--- src/rtl/uart_rx_pkg.sv ---
package uart_rx_pkg;
   localparam int ST_READY   = 0;
   localparam int ST_OVERRUN = 1;
   localparam int ST_PARITY  = 2;
   localparam int ST_FRAMING = 3;
   localparam int ST_W       = 4;

   typedef logic [ST_W-1:0] line_status_t;
endpackage

--- src/rtl/rx_tag_fifo.sv ---
module rx_tag_fifo #(
   parameter int DEPTH   = 16,
   parameter int ENTRY_W = 10
) (
   input  logic               clk,
   input  logic               rst_n,
   input  logic               push,
   input  logic               pop,
   input  logic [ENTRY_W-1:0] din,
   output logic [ENTRY_W-1:0] head,
   output logic               empty,
   output logic               full
);
   localparam int AW = $clog2(DEPTH);
   localparam int CW = AW + 1;

   initial begin
      if (DEPTH < 2 || (1 << AW) != DEPTH)
         $error("rx_tag_fifo: DEPTH must be a power of two, at least 2");
      if (ENTRY_W < 3)
         $error("rx_tag_fifo: ENTRY_W too small for data plus two tags");
   end

   logic [ENTRY_W-1:0] mem [DEPTH];
   logic [AW-1:0]      wr_ptr, rd_ptr;
   logic [CW-1:0]      count;
   logic               do_push, do_pop;

   assign empty   = (count == '0);
   assign full    = (count == CW'(DEPTH));
   assign do_pop  = pop && !empty;
   assign do_push = push && (!full || do_pop);
   assign head    = mem[rd_ptr];

   always_ff @(posedge clk) begin
      if (do_push) mem[wr_ptr] <= din;
   end

   always_ff @(posedge clk or negedge rst_n) begin
      if (!rst_n) begin
         wr_ptr <= '0;
         rd_ptr <= '0;
         count  <= '0;
      end else begin
         if (do_push) wr_ptr <= wr_ptr + 1'b1;
         if (do_pop)  rd_ptr <= rd_ptr + 1'b1;
         case ({do_push, do_pop})
            2'b10:   count <= count + 1'b1;
            2'b01:   count <= count - 1'b1;
            default: count <= count;
         endcase
      end
   end

   AST_FULL_HOLDS: assert property (@(posedge clk) disable iff (!rst_n)
      (full && push && !pop) |=> full);
   AST_EMPTY_NO_POP: assert property (@(posedge clk) disable iff (!rst_n)
      (empty && pop && !push) |=> empty);
endmodule

--- src/rtl/rx_line_status.sv ---
module rx_line_status
   import uart_rx_pkg::*;
#(
   parameter bit IRQ_REG = 1'b0
) (
   input  logic         clk,
   input  logic         rst_n,
   input  logic         push,
   input  logic         pop,
   input  logic         fifo_full,
   input  logic         fifo_empty,
   input  logic         head_perr,
   input  logic         head_ferr,
   input  logic         rd_status,
   input  logic         lsi_en,
   output line_status_t status,
   output logic         irq
);
   logic ovr_q, ack_q, ovr_event, pop_ok, err_any;

   assign ovr_event = push && fifo_full && !pop;
   assign pop_ok    = pop && !fifo_empty;

   always_ff @(posedge clk or negedge rst_n) begin
      if (!rst_n) begin
         ovr_q <= 1'b0;
         ack_q <= 1'b0;
      end else begin
         if (ovr_event)      ovr_q <= 1'b1;
         else if (rd_status) ovr_q <= 1'b0;
         if (pop_ok)         ack_q <= 1'b0;
         else if (rd_status && !fifo_empty) ack_q <= 1'b1;
      end
   end

   always_comb begin
      status             = '0;
      status[ST_READY]   = !fifo_empty;
      status[ST_OVERRUN] = ovr_q;
      status[ST_PARITY]  = !fifo_empty && head_perr && !ack_q;
      status[ST_FRAMING] = !fifo_empty && head_ferr && !ack_q;
   end

   assign err_any = lsi_en &&
      (status[ST_OVERRUN] || status[ST_PARITY] || status[ST_FRAMING]);

   generate
      if (IRQ_REG) begin : g_irq_reg
         always_ff @(posedge clk or negedge rst_n) begin
            if (!rst_n) irq <= 1'b0;
            else        irq <= err_any;
         end
      end else begin : g_irq_comb
         assign irq = err_any;
         AST_IRQ_GATED: assert property (@(posedge clk) disable iff (!rst_n)
            !lsi_en |-> !irq);
      end
   endgenerate

   AST_OVR_SETS: assert property (@(posedge clk) disable iff (!rst_n)
      ovr_event |=> status[ST_OVERRUN]);
   AST_RD_CLEARS_OVR: assert property (@(posedge clk) disable iff (!rst_n)
      (rd_status && !ovr_event) |=> !status[ST_OVERRUN]);
   AST_EMPTY_NO_TAGS: assert property (@(posedge clk) disable iff (!rst_n)
      fifo_empty |-> !(status[ST_PARITY] || status[ST_FRAMING]));
endmodule

--- src/rtl/uart_rx_status.sv ---
module uart_rx_status
   import uart_rx_pkg::*;
#(
   parameter int DATA_W  = 8,
   parameter int DEPTH   = 16,
   parameter bit IRQ_REG = 1'b0
) (
   input  logic              clk,
   input  logic              rst_n,
   input  logic              char_valid,
   input  logic [DATA_W-1:0] char_data,
   input  logic              char_perr,
   input  logic              char_ferr,
   input  logic              host_rd_data,
   input  logic              host_rd_status,
   input  logic              host_wr_status,
   input  logic [DATA_W-1:0] host_wr_data,
   input  logic              lsi_en,
   output logic [DATA_W-1:0] rhr_data,
   output logic [ST_W-1:0]   line_status,
   output logic              lsi_irq
);
   localparam int ENTRY_W = DATA_W + 2;
   localparam int PE_BIT  = DATA_W;
   localparam int FE_BIT  = DATA_W + 1;

   initial begin
      if (DATA_W < 5 || DATA_W > 9)
         $error("uart_rx_status: DATA_W must be 5..9");
   end

   logic [ENTRY_W-1:0] head;
   logic               empty, full;
   logic [DATA_W-1:0]  last_q;
   line_status_t       status;
   logic               unused_wr;

   assign unused_wr = host_wr_status ^ (^host_wr_data);

   rx_tag_fifo #(.DEPTH(DEPTH), .ENTRY_W(ENTRY_W)) u_fifo (
      .clk   (clk),
      .rst_n (rst_n),
      .push  (char_valid),
      .pop   (host_rd_data),
      .din   ({char_ferr, char_perr, char_data}),
      .head  (head),
      .empty (empty),
      .full  (full)
   );

   rx_line_status #(.IRQ_REG(IRQ_REG)) u_status (
      .clk        (clk),
      .rst_n      (rst_n),
      .push       (char_valid),
      .pop        (host_rd_data),
      .fifo_full  (full),
      .fifo_empty (empty),
      .head_perr  (head[PE_BIT]),
      .head_ferr  (head[FE_BIT]),
      .rd_status  (host_rd_status),
      .lsi_en     (lsi_en),
      .status     (status),
      .irq        (lsi_irq)
   );

   always_ff @(posedge clk or negedge rst_n) begin
      if (!rst_n)                    last_q <= '0;
      else if (host_rd_data && !empty) last_q <= head[DATA_W-1:0];
   end

   assign rhr_data    = empty ? last_q : head[DATA_W-1:0];
   assign line_status = status;

   AST_PUSH_READY: assert property (@(posedge clk) disable iff (!rst_n)
      char_valid |=> line_status[ST_READY]);
   AST_EMPTY_HOLD: assert property (@(posedge clk) disable iff (!rst_n)
      (empty && host_rd_data && !char_valid) |=> $stable(rhr_data));
endmodule

--- config.mk ---
export PLATFORM = sky130hd
export DESIGN_NAME = uart_rx_status
export DESIGN_NICKNAME = d
export VERILOG_FILES = /design/src/rtl/uart_rx_pkg.sv /design/src/rtl/rx_tag_fifo.sv /design/src/rtl/rx_line_status.sv /design/src/rtl/uart_rx_status.sv
export SDC_FILE = /design/constraint.sdc
export NUM_CORES = 1
export LEC_CHECK = 0
export BUFFER_PORTS_ARGS = -buffer_cell sky130_fd_sc_hd__buf_2
export CAP_MARGIN = 20
export CORE_AREA = 4 4 141 143
export CTS_BUF_LIST = sky130_fd_sc_hd__clkbuf_4
export DETAILED_ROUTE_END_ITERATION = 8
export DIE_AREA = 0 0 145 147
export SYNTH_ARGS = -nofsm -noshare
export SYNTH_HDL_FRONTEND = slang
export SYNTH_SLANG_ARGS = --single-unit
--- constraint.sdc ---
create_clock -name clk -period 7.45 [get_ports clk]
set_input_delay 1.49 -clock clk [delete_from_list [all_inputs] [get_ports clk]]
set_output_delay 1.49 -clock clk [all_outputs]
set_load 0.05 [all_outputs]
# After elaboration in Yosys (flattened, before gate mapping)
# Memories as Yosys holds them, arrays and structs flattened.
# Index checks and enable logic that the tools add are counted.
word_totals:
  register_bits: 23
  ramBits: 160
  n_memories: 1
op_classes:
  n_mux: 8
  reduce_logical: 21
  eq_ne: 3
  addsub: 4
memory_table:
  columns: ["name", "words", "word_bits", "read_ports", "rd_clocked_by_memory_dff", "wr", "line", "source"]
  rows:
  - ["u_fifo.mem", 16, 10, 1, 0, 1, "rx_tag_fifo.sv:24", "logic [ENTRY_W-1:0] mem [DEPTH];"]
ops:
  columns: ["operator", "n"]
  rows:
  - ["1-bit logical AND", 10]
  - ["5-bit one-hot mux with 2 select lines", 1]
  - ["4-bit by 1-bit adder with 4-bit output, second input constant", 2]
  - ["8-bit two-way mux", 1]
  - ["1-bit two-way mux", 6]
  - ["2-bit nonzero test", 3]
  - ["5-bit by 1-bit adder with 5-bit output, second input constant", 1]
  - ["5-bit equality test, second input constant", 1]
  - ["5-bit zero test", 1]
  - ["5-bit by 1-bit subtractor with 5-bit output, second input constant", 1]
  - ["1-bit zero test", 4]
  - ["1-bit logical OR", 3]
  - ["2-bit by 1-bit equality test with 1-bit output, second input constant", 1]
  - ["2-bit equality test, second input constant", 1]

# Depth between registers and ports, before layout
# Gate-level depths: netlist (run 1).
logic_depth:
  depth_word: 7
  ltp_mapped: 8
  depth_no_buf: 8

# Modules after synthesis
# From an unflattened synthesis (run 1), not the netlist that was laid out.
hier_totals:
  cells_unflattened: 402
  hier_area_um2: 7531.0
modules_own_cells:
  columns: ["mod", "area_each_um2", "cells_per_inst", "n_inst"]
  rows:
  - ["rx_tag_fifo", 6965.4, 361, 1]
  - ["uart_rx_status", 446.7, 27, 1]
  - ["rx_line_status", 118.9, 14, 1]

# Least setup slack after synthesis (run 1)
# No wires, ideal clock.
synth_path:
  path_type: "register to output"
  startpoint: "register u_fifo.rd_ptr[0]"
  endpoint: "output lsi_irq"
  t_required_ns: 5.960
  stages_incl_launch_ff: 9
  n_path_buf: 3
  arrival_ns: 2.579
  setup_slack_ns: 3.381
  cell_sequence: "dfrtp_1 buf_6 buf_6 buf_2 mux2i_1 a22oi_1 nand3_1 o22ai_1 o31a_1"
synth_via:
  elab_chain_cells: 6
  word_cells_on_any_way: 8
  classes_between: "7 x reduce/logical; 1 x memory"
synth_lines:
  columns: ["element", "line", "source"]
  rows:
  - ["start: declaration", "rx_tag_fifo.sv:25", "logic [AW-1:0] wr_ptr, rd_ptr;"]
  - ["start signal: assignment", "rx_tag_fifo.sv:46", "if (do_pop) rd_ptr <= rd_ptr + 1'b1;"]
  - ["memory 16 x 10 bit", null, null]
  - ["1-bit logical AND (2 in a row)", "rx_line_status.sv:40", "status[ST_PARITY] = !fifo_empty && head_perr && !ack_q;"]
  - ["named net line_status[2]", "uart_rx_status.sv:20", "output logic [ST_W-1:0] line_status,"]
  - ["1-bit logical OR (2 in a row)", "rx_line_status.sv:45", "(status[ST_OVERRUN] || status[ST_PARITY] || status[ST_FRAMING]);"]
  - ["1-bit logical AND", "rx_line_status.sv:44", "assign err_any = lsi_en &&"]
  - ["end: declaration", "uart_rx_status.sv:21", "output logic lsi_irq"]
# The timed path passes the listed nets, and every way through them passes these cells.

# Worst setup path in the final report (run 1)
layout_path:
  startpoint: "register u_fifo.rd_ptr[0]"
  endpoint: "output rhr_data[6]"
layout_via:
  elab_chain_cells: 2
layout_lines:
  columns: ["element", "line", "source"]
  rows:
  - ["memory 16 x 10 bit", null, null]
  - ["8-bit two-way mux", "uart_rx_status.sv:71", "assign rhr_data = empty ? last_q : head[DATA_W-1:0];"]
  - ["end: declaration", "uart_rx_status.sv:19", "output logic [DATA_W-1:0] rhr_data,"]
# Every way passes these cells.

==> results.md, run 1 <==
* Status: finished, final reports clean
* Synth top area cells: edfxtp_1, dfrtp_1, mux4_1, mux4_2, mux2i_1
* Drt pass-1 iters at 4
* Wirelength per Cell at 21.0 um
* DRT Wirelength at 14400 um
* DRC errors left at 0
* Vias at 3638
* Post-Syn Nets at 423
* # Max-Cap Violations at 0
* Critical Path AT at 3.10 ns
* Crit start category: flop
* Skew final at 0.0188 ns
* Mapped Area at 7540 um2
* Root cell of the clock tree: clkbuf_4
* Die area at 21300 um2
* Critical Path Fanout Max at 27
* Ys async rst share at 0.126
* Critical path's slowest cell: mux4_1
* Critical Path End Type: primary output
* Met3 usage at 0.0416
* First-pass GRT wire length at 22300 um
* Max VDD drop at 0.000131 V
* Fillcell total at 1582
* Type of the worst setup path: reg -> out
* Hold-fix buffers, CTS at 0
* NumNets Final at 469
* Clk Latency, worst-skew pair at 0.55 ns
* Chip height at 147 um
* Core area at 18600 um2
* Number of diodes at 0
* Synth Instances at 392
* Logic gate share of total power at 0.380
* Reg power frac at 0.443
* Routability cong. at 0.691
* Postcts setup bufs at 0
* Clock slew at reported path FFs at 0.15 ns
* RSZ-0062 raised after global routing: no
* Vias in the first global route at 3799
* Slew HR at 0.370
* Flops & latches, synth at 183
* Clock power frac at 0.176
* IO buf count at 28
* M2 GR Usage at 0.235
* CTS tree: built
* CP cell instances: buf_12 -> mux4_1 -> mux4_2 -> mux2_4 -> buf_2
* Switch Pwr at 1130 uW
* Initial cell density of the core at 0.406
* Total GRT Usage at 0.140
* Post-synth EDFFs at 160
* Vias per std cell at 5.31
* Syn. warnings at 0
* Tcrit/Tclk final at 0.617
* Leakage at 0.00293 uW
* Net Sw Frac at 0.362
* Most Used Layer, Global Route: met2
* Initial antenna violation count at 1
* Die width at 145 um
* Top cell type's share of synthesized area at 0.637
* Post-synthesis sequential area ratio at 0.714
* Dpl hpwl at 9460 um
* Sink Count at 183
* CTS buffer count at 17
* Final setup violation count at 0
* Final slew viol count at 0
* Pwr dens at 377 nW/um2
* Fraction of layout instances using a drive strength above 1 at 0.251
* Internal Power at 1990 uW
* CP required at 5.96 ns
* Final ANT Viol Nets at 0
* Number of placement rows at 50
* Critical path buffer and inverter count at 2
* Final hold vios at 0
* P&R area growth vs syn at 9.92%
* Largest net degree at the start of global routing at 42
* Commonest non-fill, non-tap cell in the layout: edfxtp_1
* Average size of a mapped cell at 19.2 um2
* Delay-heaviest family, CP: multiplexers
* Post-cts resize count at 0
* Min Tclk post-route at 4.59 ns
* Final TNS setup at 0 ns
* GRT overflow at 0
* Worst hold path type: reg -> reg
* Most frequent cells in the layout: edfxtp_1, nand2_1, buf_2
* Least-Margin Pin Slew at 0.946 ns
* Critical Path Max Stage Delay at 0.63 ns
* Initial DRC count at 217
* Cell accounting for the most synthesized area: edfxtp_1
* H-tree Lvls at 4
* Netlist cell types at 39
* Num ports at 38
* Fmax at 218 MHz
* Min Hold Slack at 0.495 ns
* Main flop type after synthesis: edfxtp_1
* Routing usage on met1 at 0.175
* CTS Buffer Depth at 2
-- worst reg2reg max path, delay by kind of cell, from the launching register on --
kind | cells | cell delay, ns
flip-flops | 1 | 0.47
XOR/XNOR | 2 | 0.23
multiplexers | 1 | 0.14
AO/OA/AOI/OAI | 1 | 0.33
AND/OR/NAND/NOR | 3 | 1.05
adder cells (fa/ha/maj) | 1 | 0.24
-- Yosys cell counts, types with 2 or more instances --
library cell and count:
nand3_1 10, mux2_4 9, buf_2 5, inv_1 4
edfxtp_1 160, nand2b_1 4, dfrtp_1 23, nor2b_1 2
nor2_1 15, buf_8 2, mux4_2 20, clkbuf_1 3
and2_1 2, buf_6 7, mux4_1 20, mux2i_1 18
o21ai_0 2, o31a_1 2, nand2_1 41, nand4_1 2
nor3_1 5, xnor2_1 10, o22ai_1 2, a22oi_1 4
ha_1 6
-- flip-flops by register name (all words and copies together) (netlist names) --
name	count
u_fifo.mem	160
u_fifo.count	5
u_fifo.wr_ptr	4
u_fifo.rd_ptr	4
u_status.ack_q	1
u_status.ovr_q	1
last_q	8
-- area by class of cell --
type | count | area, um2 | area share
Clock buffer | 17 | 128 | 0.0154
Clock inverter | 15 | 161 | 0.0195
Inverter | 4 | 15.0 | 0.00181
Multi-Input combinational cell | 184 | 1980 | 0.239
Sequential cell | 183 | 5380 | 0.649
Tap cell | 234 | 293 | 0.0353
Timing Repair Buffer | 48 | 329 | 0.0397
-- kinds of logic (layout without fill, tap and decap cells) --
family,after synthesis,in the layout,share of synthesized area
simple gates,85,85,0.0504
xor+xnor,11,11,0.0128
compound gates,15,15,0.0156
flops,183,183,0.714
fa+ha+maj,6,6,0.00996
mux,67,67,0.171
buf+inv,25,84,0.0264
-- per-stage QoR --
step | util | total power, uW | setup WS, ns | cells | instance area (um2)
after global routing | 0.446 | 3280 | 2.74 | 685 | 8290
after global placement | 0.425 | 2550 | 3.10 | 645 | 7900
after detailed placement | 0.428 | 2590 | 3.07 | 650 | 7960
after CTS | 0.444 | 3140 | 2.43 | 682 | 8250
final | 0.446 | 3120 | 2.86 | 685 | 8290
after floorplan | - | 2340 | 3.38 | 392 | 7540
-- power by group through the flow --
stage | clock network [uW] | registers (uW) | logic (uW)
6_report | 550 | 1380 | 1190
5_1_grt | 610 | 1400 | 1270
2_1_floorplan | 0 | 1330 | 1010
3_5_place_dp | 0 | 1450 | 1140
4_1_cts | 568 | 1430 | 1150
3_3_place_gp | 0 | 1440 | 1110
-- per-layer routing --
layer	vias to the layer above	routed length (um)
met5	-	11
met4	2	161
met3	16	835
met2	99	7490
met1	1874	5880
li1	1647	-
-- final timing paths --
kind,slack [ns],to,depth (start not counted),startpoint
max in group asynchronous,6.18,u_fifo.rd_ptr[0]$_DFFE_PN0N_,1,rst_n
min in group asynchronous,0.88,u_fifo.count[3]$_DFFE_PN0P_,1,rst_n
min,0.50,last_q[3]$_DFFE_PN0N_,2,last_q[3]$_DFFE_PN0N_
min reg2reg,0.50,last_q[3]$_DFFE_PN0N_,2,last_q[3]$_DFFE_PN0N_
max reg2reg,4.88,u_fifo.count[4]$_DFFE_PN0P_,8,u_fifo.count[2]$_DFFE_PN0P_
max,2.86,rhr_data[6],5,u_fifo.rd_ptr[0]$_DFFE_PN0N_
Note: power is estimated with default switching activity, not from simulation.
==> inputs of run 2 (changes only) <==
==> constraint.sdc (replaced) <==
create_clock -name clk -period 4.1 [get_ports clk]
set_input_delay 0.82 -clock clk [delete_from_list [all_inputs] [get_ports clk]]
set_output_delay 0.82 -clock clk [all_outputs]
set_load 0.05 [all_outputs]
==> run 2 against run 1 <==
Net effect: worst hold slack lost 0.28 ns; via count fell by 0.16%; utilization increased by 0.46 points; highest routed layer unchanged; sequential power increased by 80%; final area grew 1.0%; combinational power grew 82%; clock skew fell by 0.0060 ns; critical path depth did not move; critical endpoint unchanged; critical path type unchanged; final cell count rose by 0.44%; clock-buffer cell count is 1 higher; largest cell class unchanged.
==> results.md, run 2 (same netlist as run 1, synthesis figures left out) <==
* Status: finished, final reports clean (unchanged)
* Largest register FFs at 160 (unchanged)
* Die area at 21300 um2 (unchanged)
* Vias per std cell at 5.28 (was 5.31)
* Final TNS setup at 0 ns (unchanged)
* R2r endpoint: u_fifo.count[4]$_DFFE_PN0P_ (unchanged)
* Dpl ws at 0.857 ns (was 3.07 ns)
* DRT Wirelength at 14200 um (was 14400 um)
* IO buf count at 28 (unchanged)
* Initial cell density of the core at 0.406 (unchanged)
* First-pass GRT wire length at 21900 um (was 22300 um)
* Crit start category: flop (unchanged)
* Final hold vios at 0 (unchanged)
* Vias in the first global route at 3833 (was 3799)
* Wirelength per Cell at 20.6 um (was 21.0 um)
* Hold-fix buffers, CTS at 0 (unchanged)
* Final ANT Viol Nets at 0 (unchanged)
* Number of placement rows at 50 (unchanged)
* Vias at 3632 (was 3638)
* Critical Path AT at 3.04 ns (was 3.10 ns)
* Final Instance Count excl. Fillers at 688 (was 685)
* Top reg by flops: u_fifo.mem (unchanged)
* M2 GR Usage at 0.242 (was 0.235)
* Core area at 18600 um2 (unchanged)
* GRT overflow at 0 (unchanged)
* CTS buffer count at 17 (unchanged)
* P&R area growth vs syn at 11.1% (was 9.92%)
* Sink Count at 183 (unchanged)
* Type of the worst setup path: reg -> out (unchanged)
* Max VDD drop at 0.000281 V (was 0.000131 V)
* Chip height at 147 um (unchanged)
* Total GRT Usage at 0.139 (was 0.140)
* Worst Slack Setup Final at 0.244 ns (was 2.86 ns)
* Crit. Startpoint: u_fifo.rd_ptr[0]$_DFFE_PN0N_ (unchanged)
* Postcts setup bufs at 0 (unchanged)
* Reg2Reg Launch Point: u_fifo.count[3]$_DFFE_PN0P_ (was u_fifo.count[2]$_DFFE_PN0P_)
* Worst hold path type: in -> async (was reg -> reg)
* Num ports at 38 (unchanged)
* Dpl hpwl at 9120 um (was 9460 um)
* Min Hold Slack at 0.212 ns (was 0.495 ns)
* Layout Utilization at 0.451 (was 0.446)
* CTS tree: built (unchanged)
* Commonest non-fill, non-tap cell in the layout: edfxtp_1 (unchanged)
* Most Used Layer, Global Route: met2 (unchanged)
* Final setup violation count at 0 (unchanged)
* CTS Buffer Depth at 2 (unchanged)
* Drt pass-1 iters at 5 (was 4)
* Clk Latency, worst-skew pair at 0.56 ns (was 0.55 ns)
* Most frequent cells in the layout: edfxtp_1, nand2_1, buf_2 (unchanged)
* Cells on worst reg2reg path at 8 (unchanged)
* Slew HR at 0.478 (was 0.370)
* Least-Margin Pin Slew at 0.784 ns (was 0.946 ns)
* Fmax at 259 MHz
* Met3 usage at 0.0444 (was 0.0416)
* Initial antenna violation count at 2 (was 1)
* Largest net degree at the start of global routing at 52 (was 42)
* Pwr dens at 706 nW/um2 (was 377 nW/um2)
* Min Tclk post-route at 3.86 ns
* Critical Path Fanout Max at 51 (was 27)
* H-tree Lvls at 4 (unchanged)
* RSZ-0062 raised after global routing: no (unchanged)
* Routing usage on met1 at 0.166 (was 0.175)
* Post-cts resize count at 0 (unchanged)
* Initial DRC count at 188 (was 217)
* Critical Path End Type: primary output (unchanged)
* CP required at 3.28 ns (was 5.96 ns)
* DRC errors left at 0 (unchanged)
* Final slew viol count at 0 (unchanged)
* Routability cong. at 0.700 (was 0.691)
* NumNets Final at 470 (was 469)
* Skew final at 0.0128 ns (was 0.0188 ns)
* Leakage at 0.00298 uW (was 0.00293 uW)
* Tcrit/Tclk final at 0.940
* # Max-Cap Violations at 0 (unchanged)
* DP Cell Count at 654 (was 650)
* Die width at 145 um (unchanged)
* R2R Setup Slk at 1.53 ns (was 4.88 ns)
* Root cell of the clock tree: clkbuf_4 (unchanged)
* Fraction of layout instances using a drive strength above 1 at 0.257 (was 0.251)
* Clock slew at reported path FFs at 0.14 ns (was 0.15 ns)
* Largest registers: u_fifo.mem: 160 flops, last_q: 8 flops, u_fifo.count: 5 flops (unchanged)
==> run 2: worst max-delay path by stage <==
stage | to | slack [ns]
floorplan | lsi_irq | 0.70
global placement | rhr_data[5] | 0.88
detailed placement | rhr_data[5] | 0.86
CTS | rhr_data[5] | 0.16
global route | rhr_data[6] | 0.1
finish | rhr_data[6] | 0.24
==> run 2: final cells by class <==
cell class	count	area [um2]
antenna	2	5.00
multi-input combinational	184	1980
inverter	4	15.0
fill	1592	10200
tap	234	293
sequential	183	5380
timing repair buffer	49	310
clock inverter	14	253
clock buffer	18	135
==> run 2: critical path, cell delays in order (launching register included) <==
cell	delay [ns]
dfrtp_2	0.40
buf_12	0.30
mux4_1	0.65
mux4_2	0.55
mux2_4	0.28
buf_2	0.21
==> run 2: stage by stage <==
step	instance area [um2]	total power [uW]
floorplan	7540	4250
global placement	7980	4670
detailed placement	7980	4720
CTS	8370	5990
global route	8370	6220
finish	8370	5910
==> run 2: report_power, final <==
part	internal, uW	switching, uW
Combinational	904	1270
Sequential	2290	195
Clock	671	581
Total	3870	2040
==> run 2: layer usage <==
metal / vias up / wire length [um]
met2: 94 / 7470
met1: 1874 / 5730
met3: 11 / 824
met5: - / 13
li1: 1651 / -
met4: 2 / 158
